===== config.mk =====
export PLATFORM = sky130hd
export DESIGN_NAME = dma_xlate_walker
export DESIGN_NICKNAME = d
export VERILOG_FILES = /design/src/rtl/xw_pkg.sv /design/src/rtl/xw_level_math.sv /design/src/rtl/xw_perm_merge.sv /design/src/rtl/xw_result_compose.sv /design/src/rtl/dma_xlate_walker.sv
export SDC_FILE = /design/constraint.sdc
export NUM_CORES = 1
export LEC_CHECK = 0
export BUFFER_PORTS_ARGS = -buffer_cell sky130_fd_sc_hd__buf_4
export CAP_MARGIN = 20
export CELL_PAD_IN_SITES_DETAIL_PLACEMENT = 0
export CELL_PAD_IN_SITES_GLOBAL_PLACEMENT = 1
export CORE_ASPECT_RATIO = 0.9
export CORE_UTILIZATION = 45
export DETAILED_ROUTE_END_ITERATION = 7
export PLACE_DENSITY_LB_ADDON = 0.1
export SYNTH_ARGS = -nofsm -noshare
export SYNTH_HDL_FRONTEND = slang
export SYNTH_HIERARCHICAL = 1
export SYNTH_SLANG_ARGS = --single-unit

===== constraint.sdc =====
create_clock -name clk -period 13.4 [get_ports clk]
set_input_delay 0.67 -clock clk [delete_from_list [all_inputs] [get_ports clk]]
set_output_delay 0.67 -clock clk [all_outputs]
set_load 0.01 [all_outputs]

===== src/rtl/xw_pkg.sv =====
// Package: shared state encoding and table-entry field positions for the
// DMA address page walker. Assumes 64-bit entries and 4 KB table alignment.
package xw_pkg;

    typedef enum logic [2:0] {
        ST_IDLE,
        ST_ROOT,
        ST_CTX_LO,
        ST_CTX_HI,
        ST_PTE,
        ST_RESP
    } walk_state_e;

    localparam int PERM_RD       = 0;   // entry bit granting read
    localparam int PERM_WR       = 1;   // entry bit granting write
    localparam int PRESENT_BIT   = 0;   // root / context present bit
    localparam int LARGE_BIT     = 7;   // large-page stop bit
    localparam int PTR_LSB       = 12;  // pointer field low bit
    localparam int ENTRY_SHIFT   = 3;   // log2 of page-table entry bytes
    localparam int SLOT_SHIFT    = 4;   // log2 of root/context entry bytes
    localparam int CODE_W        = 3;   // width code field width

    // Extract the 4 KB aligned table pointer held in an entry.
    function automatic logic [63:0] ptr_of(input logic [63:0] ent);
        return {ent[63:PTR_LSB], {PTR_LSB{1'b0}}};
    endfunction

endpackage


===== src/rtl/xw_level_math.sv =====
// Level arithmetic: for walk level k, gives the region mask covering
// PAGE_SHIFT+LVL_BITS*k low address bits and the address of the entry
// that va selects within the table at tbl_base. Assumes lvl < MAX_LEVELS.
module xw_level_math
    import xw_pkg::*;
#(
    parameter int PAGE_SHIFT = 12,
    parameter int LVL_BITS   = 9,
    parameter int MAX_LEVELS = 5,
    parameter int LVL_W      = 3
) (
    input  logic [LVL_W-1:0] lvl,
    input  logic [63:0]      tbl_base,
    input  logic [63:0]      va,
    output logic [63:0]      ent_addr,
    output logic [63:0]      reg_mask
);
    localparam logic [63:0] IDX_MASK = (64'd1 << LVL_BITS) - 64'd1;

    logic [63:0] mask_tab [MAX_LEVELS];
    logic [63:0] idx_tab  [MAX_LEVELS];
    logic [63:0] idx_sel;

    // One mask and index extractor per level.
    for (genvar g = 0; g < MAX_LEVELS; g++) begin : g_lvl
        assign mask_tab[g] = (64'd1 << (PAGE_SHIFT + LVL_BITS * g)) - 64'd1;
        assign idx_tab[g]  = (va >> (PAGE_SHIFT + LVL_BITS * g)) & IDX_MASK;
    end

    // Select the mask and index for the current level.
    always_comb begin
        reg_mask = '0;
        idx_sel  = '0;
        for (int i = 0; i < MAX_LEVELS; i++) begin
            if (lvl == LVL_W'(i)) begin
                reg_mask = mask_tab[i];
                idx_sel  = idx_tab[i];
            end
        end
    end

    assign ent_addr = tbl_base + (idx_sel << ENTRY_SHIFT);

endmodule


===== src/rtl/xw_perm_merge.sv =====
// Permission merge: ANDs an entry's read/write bits into the running
// permissions, flags an entry with neither bit, and says whether the
// requested access survives. Purely combinational.
module xw_perm_merge
    import xw_pkg::*;
(
    input  logic [1:0] perm_in,
    input  logic [1:0] ent_rw,
    input  logic       want_write,
    output logic [1:0] perm_out,
    output logic       ent_empty,
    output logic       granted
);
    // Merge and grant decision.
    always_comb begin
        perm_out  = perm_in & ent_rw;
        ent_empty = (ent_rw == 2'b00);
        granted   = want_write ? perm_out[PERM_WR] : perm_out[PERM_RD];
    end

endmodule


===== src/rtl/xw_result_compose.sv =====
// Result composition: joins the entry's page frame above the region mask
// with the request offset below it, and computes the bytes left in the
// region. Assumes reg_mask is of the form 2^n-1.
module xw_result_compose
    import xw_pkg::*;
(
    input  logic [63:0] ent,
    input  logic [63:0] va,
    input  logic [63:0] reg_mask,
    output logic [63:0] out_addr,
    output logic [63:0] out_size
);
    logic [63:0] offs;

    // Frame plus offset, and region remainder.
    always_comb begin
        offs     = va & reg_mask;
        out_addr = (ptr_of(ent) & ~reg_mask) | offs;
        out_size = (reg_mask + 64'd1) - offs;
    end

endmodule


===== src/rtl/dma_xlate_walker.sv =====
// DMA address page walker top. Takes one request at a time and walks
// root entry, context entry (two words) and then code+2 page-table levels
// through a held-request memory read port. It emits a one-cycle response.
// Assumes mem_rd_vld is raised only while mem_rd_req is high, for one
// cycle per read, and that the cfg_* inputs are steady during a walk.
module dma_xlate_walker
    import xw_pkg::*;
#(
    parameter int PAGE_SHIFT = 12,
    parameter int LVL_BITS   = 9,
    parameter int MAX_LEVELS = 5
) (
    input  logic        clk,
    input  logic        rst_n,
    input  logic        cfg_xlate_en,
    input  logic        cfg_root_set,
    input  logic [63:0] cfg_root_base,
    input  logic        req_valid,
    output logic        req_ready,
    input  logic [15:0] req_sid,
    input  logic [63:0] req_addr,
    input  logic        req_write,
    output logic        mem_rd_req,
    output logic [63:0] mem_rd_addr,
    input  logic        mem_rd_vld,
    input  logic [63:0] mem_rd_data,
    output logic        rsp_valid,
    output logic [63:0] rsp_addr,
    output logic [63:0] rsp_size,
    output logic [1:0]  rsp_perm,
    output logic        rsp_fault
);
    localparam int              LVL_W     = $clog2(MAX_LEVELS);
    localparam logic [CODE_W-1:0] MAX_CODE = CODE_W'(MAX_LEVELS - 2);
    localparam logic [63:0]     PAGE_MASK = (64'd1 << PAGE_SHIFT) - 64'd1;

    walk_state_e      state_q;
    logic [63:0]      va_q;
    logic             wr_q;
    logic [7:0]       devfn_q;
    logic [63:0]      rd_addr_q;
    logic [63:0]      ctx_ptr_q;
    logic [63:0]      base_q;
    logic [LVL_W-1:0] lvl_q;
    logic [1:0]       perm_q;
    logic [63:0]      rsp_addr_q;
    logic [63:0]      rsp_size_q;
    logic [1:0]       rsp_perm_q;
    logic             rsp_fault_q;

    logic [63:0]      ent_addr;
    logic [63:0]      reg_mask;
    logic [1:0]       perm_new;
    logic             ent_empty;
    logic             granted;
    logic [63:0]      cmp_addr;
    logic [63:0]      cmp_size;
    logic [CODE_W-1:0] width_code;
    logic             unused_rd_bits;

    assign width_code     = mem_rd_data[CODE_W-1:0];
    assign unused_rd_bits = ^{mem_rd_data[11:8], mem_rd_data[6:3]};

    xw_level_math #(
        .PAGE_SHIFT (PAGE_SHIFT),
        .LVL_BITS   (LVL_BITS),
        .MAX_LEVELS (MAX_LEVELS),
        .LVL_W      (LVL_W)
    ) u_lvl (
        .lvl      (lvl_q),
        .tbl_base (base_q),
        .va       (va_q),
        .ent_addr (ent_addr),
        .reg_mask (reg_mask)
    );

    xw_perm_merge u_perm (
        .perm_in    (perm_q),
        .ent_rw     ({mem_rd_data[PERM_WR], mem_rd_data[PERM_RD]}),
        .want_write (wr_q),
        .perm_out   (perm_new),
        .ent_empty  (ent_empty),
        .granted    (granted)
    );

    xw_result_compose u_cmp (
        .ent      (mem_rd_data),
        .va       (va_q),
        .reg_mask (reg_mask),
        .out_addr (cmp_addr),
        .out_size (cmp_size)
    );

    // Walk state machine and response registers.
    always_ff @(posedge clk) begin
        if (!rst_n) begin
            state_q     <= ST_IDLE;
            va_q        <= '0;
            wr_q        <= 1'b0;
            devfn_q     <= '0;
            rd_addr_q   <= '0;
            ctx_ptr_q   <= '0;
            base_q      <= '0;
            lvl_q       <= '0;
            perm_q      <= '0;
            rsp_addr_q  <= '0;
            rsp_size_q  <= '0;
            rsp_perm_q  <= '0;
            rsp_fault_q <= 1'b0;
        end else begin
            case (state_q)
                ST_IDLE: begin
                    if (req_valid) begin
                        va_q    <= req_addr;
                        wr_q    <= req_write;
                        devfn_q <= req_sid[7:0];
                        if (!cfg_xlate_en) begin
                            rsp_addr_q  <= req_addr;
                            rsp_size_q  <= (PAGE_MASK + 64'd1) - (req_addr & PAGE_MASK);
                            rsp_perm_q  <= 2'b11;
                            rsp_fault_q <= 1'b0;
                            state_q     <= ST_RESP;
                        end else if (!cfg_root_set) begin
                            rsp_addr_q  <= '0;
                            rsp_size_q  <= '0;
                            rsp_perm_q  <= 2'b00;
                            rsp_fault_q <= 1'b1;
                            state_q     <= ST_RESP;
                        end else begin
                            rd_addr_q <= cfg_root_base + (64'(req_sid[15:8]) << SLOT_SHIFT);
                            state_q   <= ST_ROOT;
                        end
                    end
                end
                ST_ROOT: begin
                    if (mem_rd_vld) begin
                        if (!mem_rd_data[PRESENT_BIT]) begin
                            rsp_addr_q  <= '0;
                            rsp_size_q  <= '0;
                            rsp_perm_q  <= 2'b00;
                            rsp_fault_q <= 1'b1;
                            state_q     <= ST_RESP;
                        end else begin
                            rd_addr_q <= ptr_of(mem_rd_data) + (64'(devfn_q) << SLOT_SHIFT);
                            state_q   <= ST_CTX_LO;
                        end
                    end
                end
                ST_CTX_LO: begin
                    if (mem_rd_vld) begin
                        if (!mem_rd_data[PRESENT_BIT]) begin
                            rsp_addr_q  <= '0;
                            rsp_size_q  <= '0;
                            rsp_perm_q  <= 2'b00;
                            rsp_fault_q <= 1'b1;
                            state_q     <= ST_RESP;
                        end else begin
                            ctx_ptr_q <= ptr_of(mem_rd_data);
                            rd_addr_q <= rd_addr_q + 64'd8;
                            state_q   <= ST_CTX_HI;
                        end
                    end
                end
                ST_CTX_HI: begin
                    if (mem_rd_vld) begin
                        if (width_code > MAX_CODE) begin
                            rsp_addr_q  <= '0;
                            rsp_size_q  <= '0;
                            rsp_perm_q  <= 2'b00;
                            rsp_fault_q <= 1'b1;
                            state_q     <= ST_RESP;
                        end else begin
                            lvl_q   <= LVL_W'(width_code + CODE_W'(1));
                            base_q  <= ctx_ptr_q;
                            perm_q  <= 2'b11;
                            state_q <= ST_PTE;
                        end
                    end
                end
                ST_PTE: begin
                    if (mem_rd_vld) begin
                        if (ent_empty) begin
                            rsp_addr_q  <= '0;
                            rsp_size_q  <= '0;
                            rsp_perm_q  <= 2'b00;
                            rsp_fault_q <= 1'b1;
                            state_q     <= ST_RESP;
                        end else if (lvl_q == '0 || mem_rd_data[LARGE_BIT]) begin
                            rsp_addr_q  <= cmp_addr;
                            rsp_size_q  <= cmp_size;
                            rsp_perm_q  <= perm_new;
                            rsp_fault_q <= !granted;
                            state_q     <= ST_RESP;
                        end else begin
                            base_q <= ptr_of(mem_rd_data);
                            lvl_q  <= lvl_q - 1'b1;
                            perm_q <= perm_new;
                        end
                    end
                end
                default: state_q <= ST_IDLE;
            endcase
        end
    end

    // Port-side decodes of the walk state.
    always_comb begin
        req_ready   = (state_q == ST_IDLE);
        rsp_valid   = (state_q == ST_RESP);
        mem_rd_req  = (state_q == ST_ROOT) || (state_q == ST_CTX_LO) ||
                      (state_q == ST_CTX_HI) || (state_q == ST_PTE);
        mem_rd_addr = (state_q == ST_PTE) ? ent_addr : rd_addr_q;
    end

    assign rsp_addr  = rsp_addr_q;
    assign rsp_size  = rsp_size_q;
    assign rsp_perm  = rsp_perm_q;
    assign rsp_fault = rsp_fault_q;

    // pass-through answers next cycle with the input address and full access.
    a_r1_pass_through: assert property (@(posedge clk) disable iff (!rst_n)
        (req_ready && req_valid && !cfg_xlate_en) |=>
            (rsp_valid && rsp_addr == $past(req_addr) && rsp_perm == 2'b11 && !rsp_fault));

    // no root table installed means an immediate fault.
    a_r2_no_root: assert property (@(posedge clk) disable iff (!rst_n)
        (req_ready && req_valid && cfg_xlate_en && !cfg_root_set) |=>
            (rsp_valid && rsp_fault && rsp_perm == 2'b00));

    // an entry with neither access bit faults with zero permissions.
    a_r7_empty_entry: assert property (@(posedge clk) disable iff (!rst_n)
        (state_q == ST_PTE && mem_rd_vld && ent_empty) |=>
            (rsp_valid && rsp_fault && rsp_perm == 2'b00));

    // a clean response always carries the requested access.
    a_r10_grant_ok: assert property (@(posedge clk) disable iff (!rst_n)
        (rsp_valid && !rsp_fault) |-> (wr_q ? rsp_perm[PERM_WR] : rsp_perm[PERM_RD]));

    // response is a single-cycle pulse, followed by readiness.
    a_r11_rsp_pulse: assert property (@(posedge clk) disable iff (!rst_n)
        rsp_valid |=> (!rsp_valid && req_ready));

    // a pending read keeps its request and address steady.
    a_r11_rd_hold: assert property (@(posedge clk) disable iff (!rst_n)
        (mem_rd_req && !mem_rd_vld) |=> (mem_rd_req && $stable(mem_rd_addr)));

endmodule


; ---- After elaboration in Yosys (flattened, before gate mapping)
; Cells that the tools add are included.
[op_classes]
magnitude_cmp = 1
reduce_logical = 18
muxes = 90
bitwise_logic = 5
add_sub_neg = 9
n_eq_ne = 26
[op_table]
columns = cell, count
row1 = 64-bit two-way mux, 32
row2 = 64-bit one-hot mux with 4 select lines, 2
row3 = 61-bit two-way mux, 4
row4 = 64-bit one-hot mux with 3 select lines, 1
row5 = 64-bit by 12-bit adder with 64-bit output, 2
row6 = 64-bit AND, 2
row7 = 64-bit one-hot mux with 2 select lines, 1
row8 = "64-bit by 1-bit adder with 64-bit output, second input constant", 1
row9 = "64-bit by 4-bit adder with 64-bit output, second input constant", 1
row10 = 64-bit adder, 1
row11 = 64-bit NOT, 1
row12 = 64-bit bitwise OR, 1
row13 = 64-bit subtractor, 1
row14 = 3-bit two-way mux, 16
row15 = 2-bit two-way mux, 15
row16 = "2-bit inequality test, second input constant", 14
row17 = 3-bit one-hot mux with 5 select lines, 1
row18 = "13-bit by 12-bit subtractor with 14-bit output, first input constant", 1
row19 = "3-bit by 2-bit == test with 1-bit output, second input constant", 4
row20 = 1-bit two-way mux, 12
row21 = 12-bit two-way mux, 1
row22 = 6-bit AND reduction, 2
row23 = "3-bit == test, second input constant", 3
row24 = 9-bit two-way mux, 1
row25 = other kinds (23), 29
[totals]
input_bits = 215
register_bits = 392

; ---- Logic depth before layout (Yosys ltp)
; Gate-level depths: netlist (run 1).
[logic_depth]
word_depth = 13
mapped_depth = 20

; ---- Modules after synthesis
; Netlist (run 1), hierarchy kept.
[by_module_without_submodules]
columns = module, cells_per_inst, n_inst, seq_area_each_um2, area_each_um2
row1 = dma_xlate_walker, 2542, 1, 7607.3, 18804.3
row2 = xw_result_compose, 749, 1, 0.0, 5103.6
row3 = xw_level_math, 345, 1, 0.0, 2458.6
row4 = xw_perm_merge, 4, 1, 0.0, 30.0

; ---- Least setup slack after synthesis (run 1)
; Ideal clock, no wire load.
[synth_timing]
kind = register -> register
from = reg lvl_q[0]
to = reg rsp_size_q[61], in the netlist rsp_size[61]
arrival_ns = 4.393
path_stages_with_launch = 19
setup_time_ns = 0.070
path_slack_ns = 8.936
n_path_buf = 3
cell_sequence = dfxtp_1 buf_1 clkbuf_1 o21ai_0 buf_4 nor2b_1 ha_1 fa_1 a21oi_1 o211ai_1 a21oi_1 o21ai_1 a211o_1 a31oi_4 o211ai_1 a31oi_1 xnor2_1 nand3_1 a21oi_1
[synth_via]
elab_chain_cells = 12
elab_cells_between_ends = 20
[synth_lines]
columns = item, line
row1 = start: declaration, dma_xlate_walker.sv:44  ; logic [LVL_W-1:0] lvl_q;
row2 = start signal: assignment, dma_xlate_walker.sv:173  ; lvl_q <= LVL_W'(width_code + CODE_W'(1));
row3 = start signal: assignment, dma_xlate_walker.sv:196  ; lvl_q <= lvl_q - 1'b1;
row4 = 3-bit logical NOT, xw_level_math.sv:35  ; if (lvl == LVL_W'(i)) begin
row5 = 12-bit two-way mux, xw_level_math.sv:35
row6 = 64-bit two-way mux (3 in series), xw_level_math.sv:35
row7 = 64-bit two-way mux (*), xw_level_math.sv:35
row8 = net reg_mask[0], dma_xlate_walker.sv:52  ; logic [63:0] reg_mask;
row9 = 64-bit by 1-bit adder with 64-bit output / 64-bit AND (equally long branches), "xw_result_compose.sv:19, xw_result_compose.sv:17"
row10 = 64-bit subtractor (*), xw_result_compose.sv:19  ; out_size = (reg_mask + 64'd1) - offs;
row11 = net cmp_size[61], dma_xlate_walker.sv:57  ; logic [63:0] cmp_size;
row12 = 64-bit two-way mux (*), dma_xlate_walker.sv:188  ; end else if (lvl_q == '0 || mem_rd_data[LARGE_BIT]) begin
row13 = 64-bit two-way mux (*), dma_xlate_walker.sv:182  ; if (ent_empty) begin
row14 = 64-bit two-way mux (*), dma_xlate_walker.sv:181  ; if (mem_rd_vld) begin
row15 = 64-bit one-hot mux with 4 select lines (*), dma_xlate_walker.sv:111  ; case (state_q)
row16 = end signal: assignment, dma_xlate_walker.sv:119  ; rsp_size_q <= (PAGE_MASK + 64'd1) - (req_addr & PAGE_MASK);
row17 = end signal: assignment, dma_xlate_walker.sv:190  ; rsp_size_q <= cmp_size;
row18 = end: declaration, dma_xlate_walker.sv:47  ; logic [63:0] rsp_size_q;
; The timed path passes the listed nets; every way through them passes the cells marked *. The select of a mux whose other input is x is not followed.
; A chain may end at the register's enable or synchronous reset.

; ---- Worst setup path in the final report (run 1)
[layout_timing]
from = reg lvl_q[1]
to = reg rsp_size_q[63], in the netlist rsp_size[63]
[layout_via]
elab_cells_between_ends = 20
[layout_lines]
columns = item, line
row1 = 3-bit by 2-bit == test with 1-bit output, xw_level_math.sv:35
row2 = 64-bit two-way mux (2 in series), xw_level_math.sv:35
row3 = 64-bit two-way mux (*), xw_level_math.sv:35
row4 = net reg_mask[21], dma_xlate_walker.sv:52
row5 = 64-bit by 1-bit adder with 64-bit output / 64-bit AND (equally long branches), "xw_result_compose.sv:19, xw_result_compose.sv:17"
row6 = 64-bit subtractor (*), xw_result_compose.sv:19
row7 = net cmp_size[63], dma_xlate_walker.sv:57
row8 = 64-bit two-way mux (*), dma_xlate_walker.sv:188
row9 = 64-bit two-way mux (*), dma_xlate_walker.sv:182
row10 = 64-bit two-way mux (*), dma_xlate_walker.sv:181
row11 = 64-bit one-hot mux with 4 select lines (*), dma_xlate_walker.sv:111
; Marked as above.

==> metrics.md, run 1 <==
| Metric | Value |
|---|---|
| Max Slew Vio Count | 54 |
| Leak Pwr | 13.1 nW |
| Height of the die | 232 um |
| Layout cells sized above 1 | 16.8% |
| Vias in the first global route | 25.3k |
| Peak Freq | 193 MHz |
| TritonRoute pass-1 iters | 8 |
| CTS tree | built |
| Worst r2r src | lvl_q[1]$_SDFFE_PN0P_ |
| Syn Area/Cell | 7.25 um2 |
| Vias per cell | 5.88 |
| DR WL/cell | 20.7 um |
| Routability Congestion | 0.930 |
| Synth top area share | 28.8% |
| Post-CTS Hold Buffers | 0 |
| Failing checks | design-rule violations, max-slew violations |
| I/O pins | 413 |
| Yosys Warn Count | 6 |
| Commonest cells in the netlist | nand2_1, dfxtp_1, a21oi_1 |
| # DRC | 6 |
| Setup-failing EPs final | 0 |
| Startpoint types | flop |
| Number of port buffers | 404 |
| Most frequent cell after synthesis | nand2_1 |
| Synth area leader | dfxtp_1 |
| Synth Register Bits | 380 |
| Root Buffer | clkbuf_16 |
| Final Net Count | 4143 |
| Post-route minimum period | 5170 ps |
| Largest net degree at the start of global routing | 199 |
| Clock skew | 16.5 ps |
| GRT Total Usage | 30.8% |
| GR Overflow Total | 0 |
| Num Clock Sinks | 380 |
| Critical Path RT | 13820 ps |
| Actual slew at the worst max-slew pin | 2090 ps |
| Area Overhead vs Synth | 16.7% |
| Crit path max fanout | 18 |
| Max clock buf depth | 3 |
| Final Hold Fails | 0 |
| Synth unique cells | 101 |
| Vias | 27.3k |
| Setup Buffers After CTS | 0 |
| H-tree Lvls | 2 |
| Crit path to | rsp_size[63]$_SDFFE_PN0P_ |
| DP Wirelength | 70.8 mm |
| Die Span X | 257 um |
| Worst-path clk slew | 60 ps |
| Mapped Cells | 3640 |
| Reg area | 0.00761 mm2 |
| Worst reg-to-reg setup slack | 8230 ps |
| Area of the core | 0.0575 mm2 |
| Multi-input gate area | 0.0171 mm2 |
| Seq/Total Area, Yosys | 28.8% |
| CTS buffer count | 44 |
| Top FF cell, synth | dfxtp_1 |
| Critical path capture point type | flop |
| Top cells by area, synth | dfxtp_1, nand2_1, a21oi_1, ha_1, nor2_1 |
| Global route hottest layer | met2 |
| Worst Setup SP | lvl_q[1]$_SDFFE_PN0P_ |
| M3 GR Usage | 5.08% |
| Cell area after synthesis | 0.0264 mm2 |
| End of the worst register-to-register path | rsp_size[63]$_SDFFE_PN0P_ |
| Initial Util | 45.9% |
| FF-to-FF path depth | 17 |
| First-pass GRT wire length | 145 mm |
| Worst vdd ir | 0.000310 V |
| Latest clock arrival within the worst-skew pair | 600 ps |
| Period utilization | 38.6% |
| HP Class | input port to flop |
| RSZ-0062 raised after global routing | false |
| Worst Path Class, Setup | flop to flop |
| Post-synth ARST share | 0% |
| Slew HR | -39.3% |
| Final TNS setup | 0 ps |
| Total length of routed wires | 96.0 mm |
| Post-route ant nets | 0 |
| PD cells | 187 mW/mm2 |
| Filler cells | 5696 |
| Final Total Pwr | 0.00576 W |
| Antenna violations before repair | 4 |
| PostCTS Resize Cnt | 0 |
| EDFF count, synth | 0 |
| WP data arrival | 5590 ps |
| Met2 Track Usage GR | 50.8% |
| Site Rows | 83 |
| Status | finished, violations left |
| Die area | 0.0596 mm2 |
| Grt met1 use | 40.2% |
| DRT iter0 DRCs | 2477 |
| Max-cap violation count | 0 |
| Final core occ | 53.5% |
-- final cells by class --
cell class / instances / share of cell area [%]
multi-input combinational: 2868 / 55.4
clock buffer: 65 / 4.22
timing repair buffer: 432 / 10.6
sequential: 380 / 24.7
antenna: 2 / 0.0162
clock inverter: 14 / 0.540
inverter: 114 / 1.41
tap: 765 / 3.11
-- stage by stage --
stage | cell area [um2] | instances | hold slack, ps | setup slack, ps
floorplan | 26500 | 3668 | 432 | 8940
global placement | 29300 | 4558 | 442 | 8300
detailed placement | 29300 | 4559 | 445 | 8270
CTS | 30800 | 4638 | 295 | 8250
global route | 30800 | 4638 | 317 | 7770
finish | 30800 | 4640 | 320 | 8230
-- layer usage --
metal  vias up  wire (um)  part of all wire, %
li1      13100          -                    -
met1     13000      41100                   43
met2       981      44700                   47
met3       167       6780                  7.1
met4         6       3470                  3.6
met5         -         46                0.048
-- sequential cells by signal, summed over array words and instances, names as in the netlist --
signal and count:
base_q 52, ctx_ptr_q 52, devfn_q 8, lvl_q 3, perm_q 2, rd_addr_q 64
rsp_addr 64, rsp_fault 1, rsp_perm 2, rsp_size 64, state_q 3, va_q 64
wr_q 1
-- logic make-up after synthesis --
logic type / count (synthesis) / synth area share (%)
adder cells (fa/ha/maj): 88 / 4.26
flip-flops: 380 / 28.8
multiplexers: 65 / 2.92
AND/OR/NAND/NOR: 1628 / 28.7
AO/OA/AOI/OAI: 846 / 21.1
XOR/XNOR: 210 / 6.97
other: 3 / 0.0427
buffers and inverters: 420 / 7.18
-- critical path, stage by stage, from the launching register on --
cell	delay (ps)
dfxtp_1	730
nor2_1	240
nand2_1	250
nand2_1	500
nand2b_1	300
inv_1	60
ha_1	450
nand4_1	160
nor2_1	290
o2111ai_1	280
a41oi_1	320
o211ai_1	220
a21oi_1	400
a21oi_1	230
a21oi_1	290
xnor2_1	110
nand3_1	70
a21oi_1	90
-- layout by cell type, fill, tap and decap left out, types with 67 or more instances in the layout --
master and instances:
nand2_1 774, buf_4 431, dfxtp_1 380, a21oi_1 345
nor2_1 274, nor3_1 132, nand3_1 126, inv_1 113
o21ai_0 107, a221oi_1 107, xor2_1 107, xnor2_1 103
ha_1 85, nand2b_1 67
-- worst min-delay path by stage --
stage,slack (ps),end,startpoint,cells after the start
floorplan,430,rd_addr_q[0]$_SDFFE_PN0P_,rd_addr_q[0]$_SDFFE_PN0P_,2
global placement,440,rd_addr_q[0]$_SDFFE_PN0P_,rd_addr_q[0]$_SDFFE_PN0P_,2
global route,320,va_q[56]$_SDFFE_PN0P_,req_addr[56],3
CTS,290,devfn_q[1]$_SDFFE_PN0P_,req_sid[1],3
finish,320,devfn_q[1]$_SDFFE_PN0P_,req_sid[1],3
detailed placement,440,rd_addr_q[0]$_SDFFE_PN0P_,rd_addr_q[0]$_SDFFE_PN0P_,2
-- power breakdown --
group	internal (W)	switching, W
combinational	0.00107	0.00178
clock	0.000730	0.000515
sequential	0.00140	0.000272
total	0.00320	0.00256
Power figures use the tool's default switching activity.
==> inputs of run 2 (changes only) <==
CORE_UTILIZATION = 38   (was 45)
clock period = 4.75 ns   (was 13.4 ns; I/O delays follow)
==> run 2 against run 1 <==
  * The flow finishes with violations (max-slew violations)
  * First-iteration DRC count decreased by 13%
  * Combinational power rose to 2.9 times the previous value
  * Sequential share of layout area down 1.5 points
  * Via count is 0.36% lower
  * Final area up 6.3%
  * Clock-buffer cell count stayed put
  * Critical path depth did not move
  * Setup slack lost 7800 ps
  * Clock skew down 2.2 ps
  * Non-clock buffer count up 163
  * Wire length up 4.1%
  * Critical endpoint is now rsp_size[61]$_SDFFE_PN0P_
==> metrics.md, run 2 (same netlist as run 1, synthesis figures left out) <==
| Metric | Value |
|---|---|
| Status | finished, violations left |
| Failing checks | max-slew violations |
| Crit path max fanout | 24 |
| Most frequent cells in the layout | nand2_1, buf_4, dfxtp_1, a21oi_1, nor2_1 |
| Die area | 0.0705 mm2 |
| I/O pins | 413 |
| Number of port buffers | 404 |
| GRT Total Usage | 27.3% |
| Largest net degree at the start of global routing | 143 |
| Vias per cell | 5.47 |
| TritonRoute pass-1 iters | 8 |
| Worst Path Class, Setup | flop to flop |
| Vias in the first global route | 25.4k |
| Post-route minimum period | 4350 ps |
| Max clock buf depth | 3 |
| Post-DP Area | 0.0297 mm2 |
| H-tree Lvls | 2 |
| Critical path capture point type | flop |
| GR Overflow Total | 0 |
| Clock skew | 14.3 ps |
| Die Span X | 280 um |
| Height of the die | 252 um |
| Period utilization | 91.7% |
| DR WL/cell | 20.1 um |
| PD cells | 505 mW/mm2 |
| Latest clock arrival within the worst-skew pair | 590 ps |
| Initial Util | 38.4% |
| Num Clock Sinks | 380 |
| Routability Congestion | 0.931 |
| DRT iter0 DRCs | 2151 |
| Area of the core | 0.0687 mm2 |
| Critical Path RT | 5270 ps |
| Worst vdd ir | 0.000543 V |
| Setup-failing EPs final | 0 |
| Slew HR | -36.4% |
| Filler cells | 7153 |
| Vias | 27.2k |
| First-pass GRT wire length | 151 mm |
| Startpoint types | flop |
| Final std cells w/o fill | 4968 |
| Final Net Count | 4307 |
| Antenna violations before repair | 2 |
| HP Class | input port to flop |
| Post-route ant nets | 0 |
| # DRC | 0 |
| WP data arrival | 4870 ps |
| Layout cells sized above 1 | 16.8% |
| Final TNS setup | 0 ps |
| RSZ-0062 raised after global routing | false |
| DP Wirelength | 73.8 mm |
| Worst-path clk slew | 60 ps |
| Max Slew Vio Count | 54 |
| Final Hold Fails | 0 |
| Max-cap violation count | 0 |
| Area Overhead vs Synth | 24.0% |
| Total length of routed wires | 100 mm |
| Final instance area | 0.0327 mm2 |
| CTS tree | built |
| Peak Freq | 230 MHz |
| Root Buffer | clkbuf_16 |
| Placed insts | 4741 |
| Site Rows | 91 |
| Most common cell after layout, fill and taps aside | nand2_1 |
| Leak Pwr | 13.9 nW |
| Actual slew at the worst max-slew pin | 2040 ps |
| CTS buffer count | 45 |
==> run 2: cell types whose count changed in the layout (fill, tap and decap cells not counted), sizes merged <==
cell and delta:
clkinvlp -1, clkinv +2, dlygate4sd3 +144, diode -1
buf +19
==> run 2: final cells by class <==
| cell class | instances | area (um2) | area share (%) |
|---|---|---|---|
| tap | 930 | 1160 | 3.55 |
| clock buffer | 65 | 1340 | 4.10 |
| multi-input combinational | 2868 | 17100 | 52.2 |
| sequential | 380 | 7610 | 23.2 |
| antenna | 1 | 2.50 | 0.00764 |
| clock inverter | 15 | 176 | 0.539 |
| inverter | 114 | 435 | 1.33 |
| timing repair buffer | 595 | 4910 | 15.0 |
==> run 2: what timing repair did <==
action / CTS / global route
resized for setup: 0 / 1
hold buffers: 144 / 0
setup buffers: 0 / 1
hold endpoints to repair: 263 / 0
setup endpoints to repair: 0 / 3
==> run 2: final timing paths <==
path,slack (ps),endpoint,start,cells past startpoint
min reg2reg,450,rsp_size[50]$_SDFFE_PN0P_,rsp_size[50]$_SDFFE_PN0P_,2
max reg2reg,400,rsp_size[61]$_SDFFE_PN0P_,lvl_q[0]$_SDFFE_PN0P_,17
min,20,rd_addr_q[23]$_SDFFE_PN0P_,cfg_root_base[23],4
max,400,rsp_size[61]$_SDFFE_PN0P_,lvl_q[0]$_SDFFE_PN0P_,17
==> run 2: routing by layer <==
metal  GRT usage, %  wire length [um]
met1           37.2             45300
met5              0                13
met2           45.8             47500
met4           6.39              1990
met3           3.46              5100
==> run 2: stage by stage <==
stage,power [W],setup WS [ps],util [%],hold slack (ps)
after CTS,0.0165,352,47.6,4.79
after global routing,0.0176,81.7,47.7,29.8
final,0.0165,396,47.7,24.9
after detailed placement,0.0127,397,43.3,447
after floorplan,0.00976,286,-,373
after global placement,0.0128,456,43.3,439
==> run 2: critical path, stage by stage, from the launching register on <==
cell	delay (ps)
dfxtp_1	320
buf_4	300
o21ai_1	100
buf_4	230
nor2b_1	180
ha_1	250
fa_1	410
a21oi_1	250
o211ai_1	160
a21oi_1	360
o21ai_1	220
a211o_1	360
a31oi_4	280
o211ai_1	210
a31oi_1	240
xnor2_1	160
nand3_1	100
a21oi_1	160
==> run 2: power breakdown <==
| part | internal [W] | total (W) | switching [W] |
|---|---|---|---|
| Sequential | 0.00394 | 0.00472 | 0.000787 |
| Clock | 0.00212 | 0.00363 | 0.00151 |
| Combinational | 0.00319 | 0.00817 | 0.00498 |
| Total | 0.00925 | 0.0165 | 0.00727 |
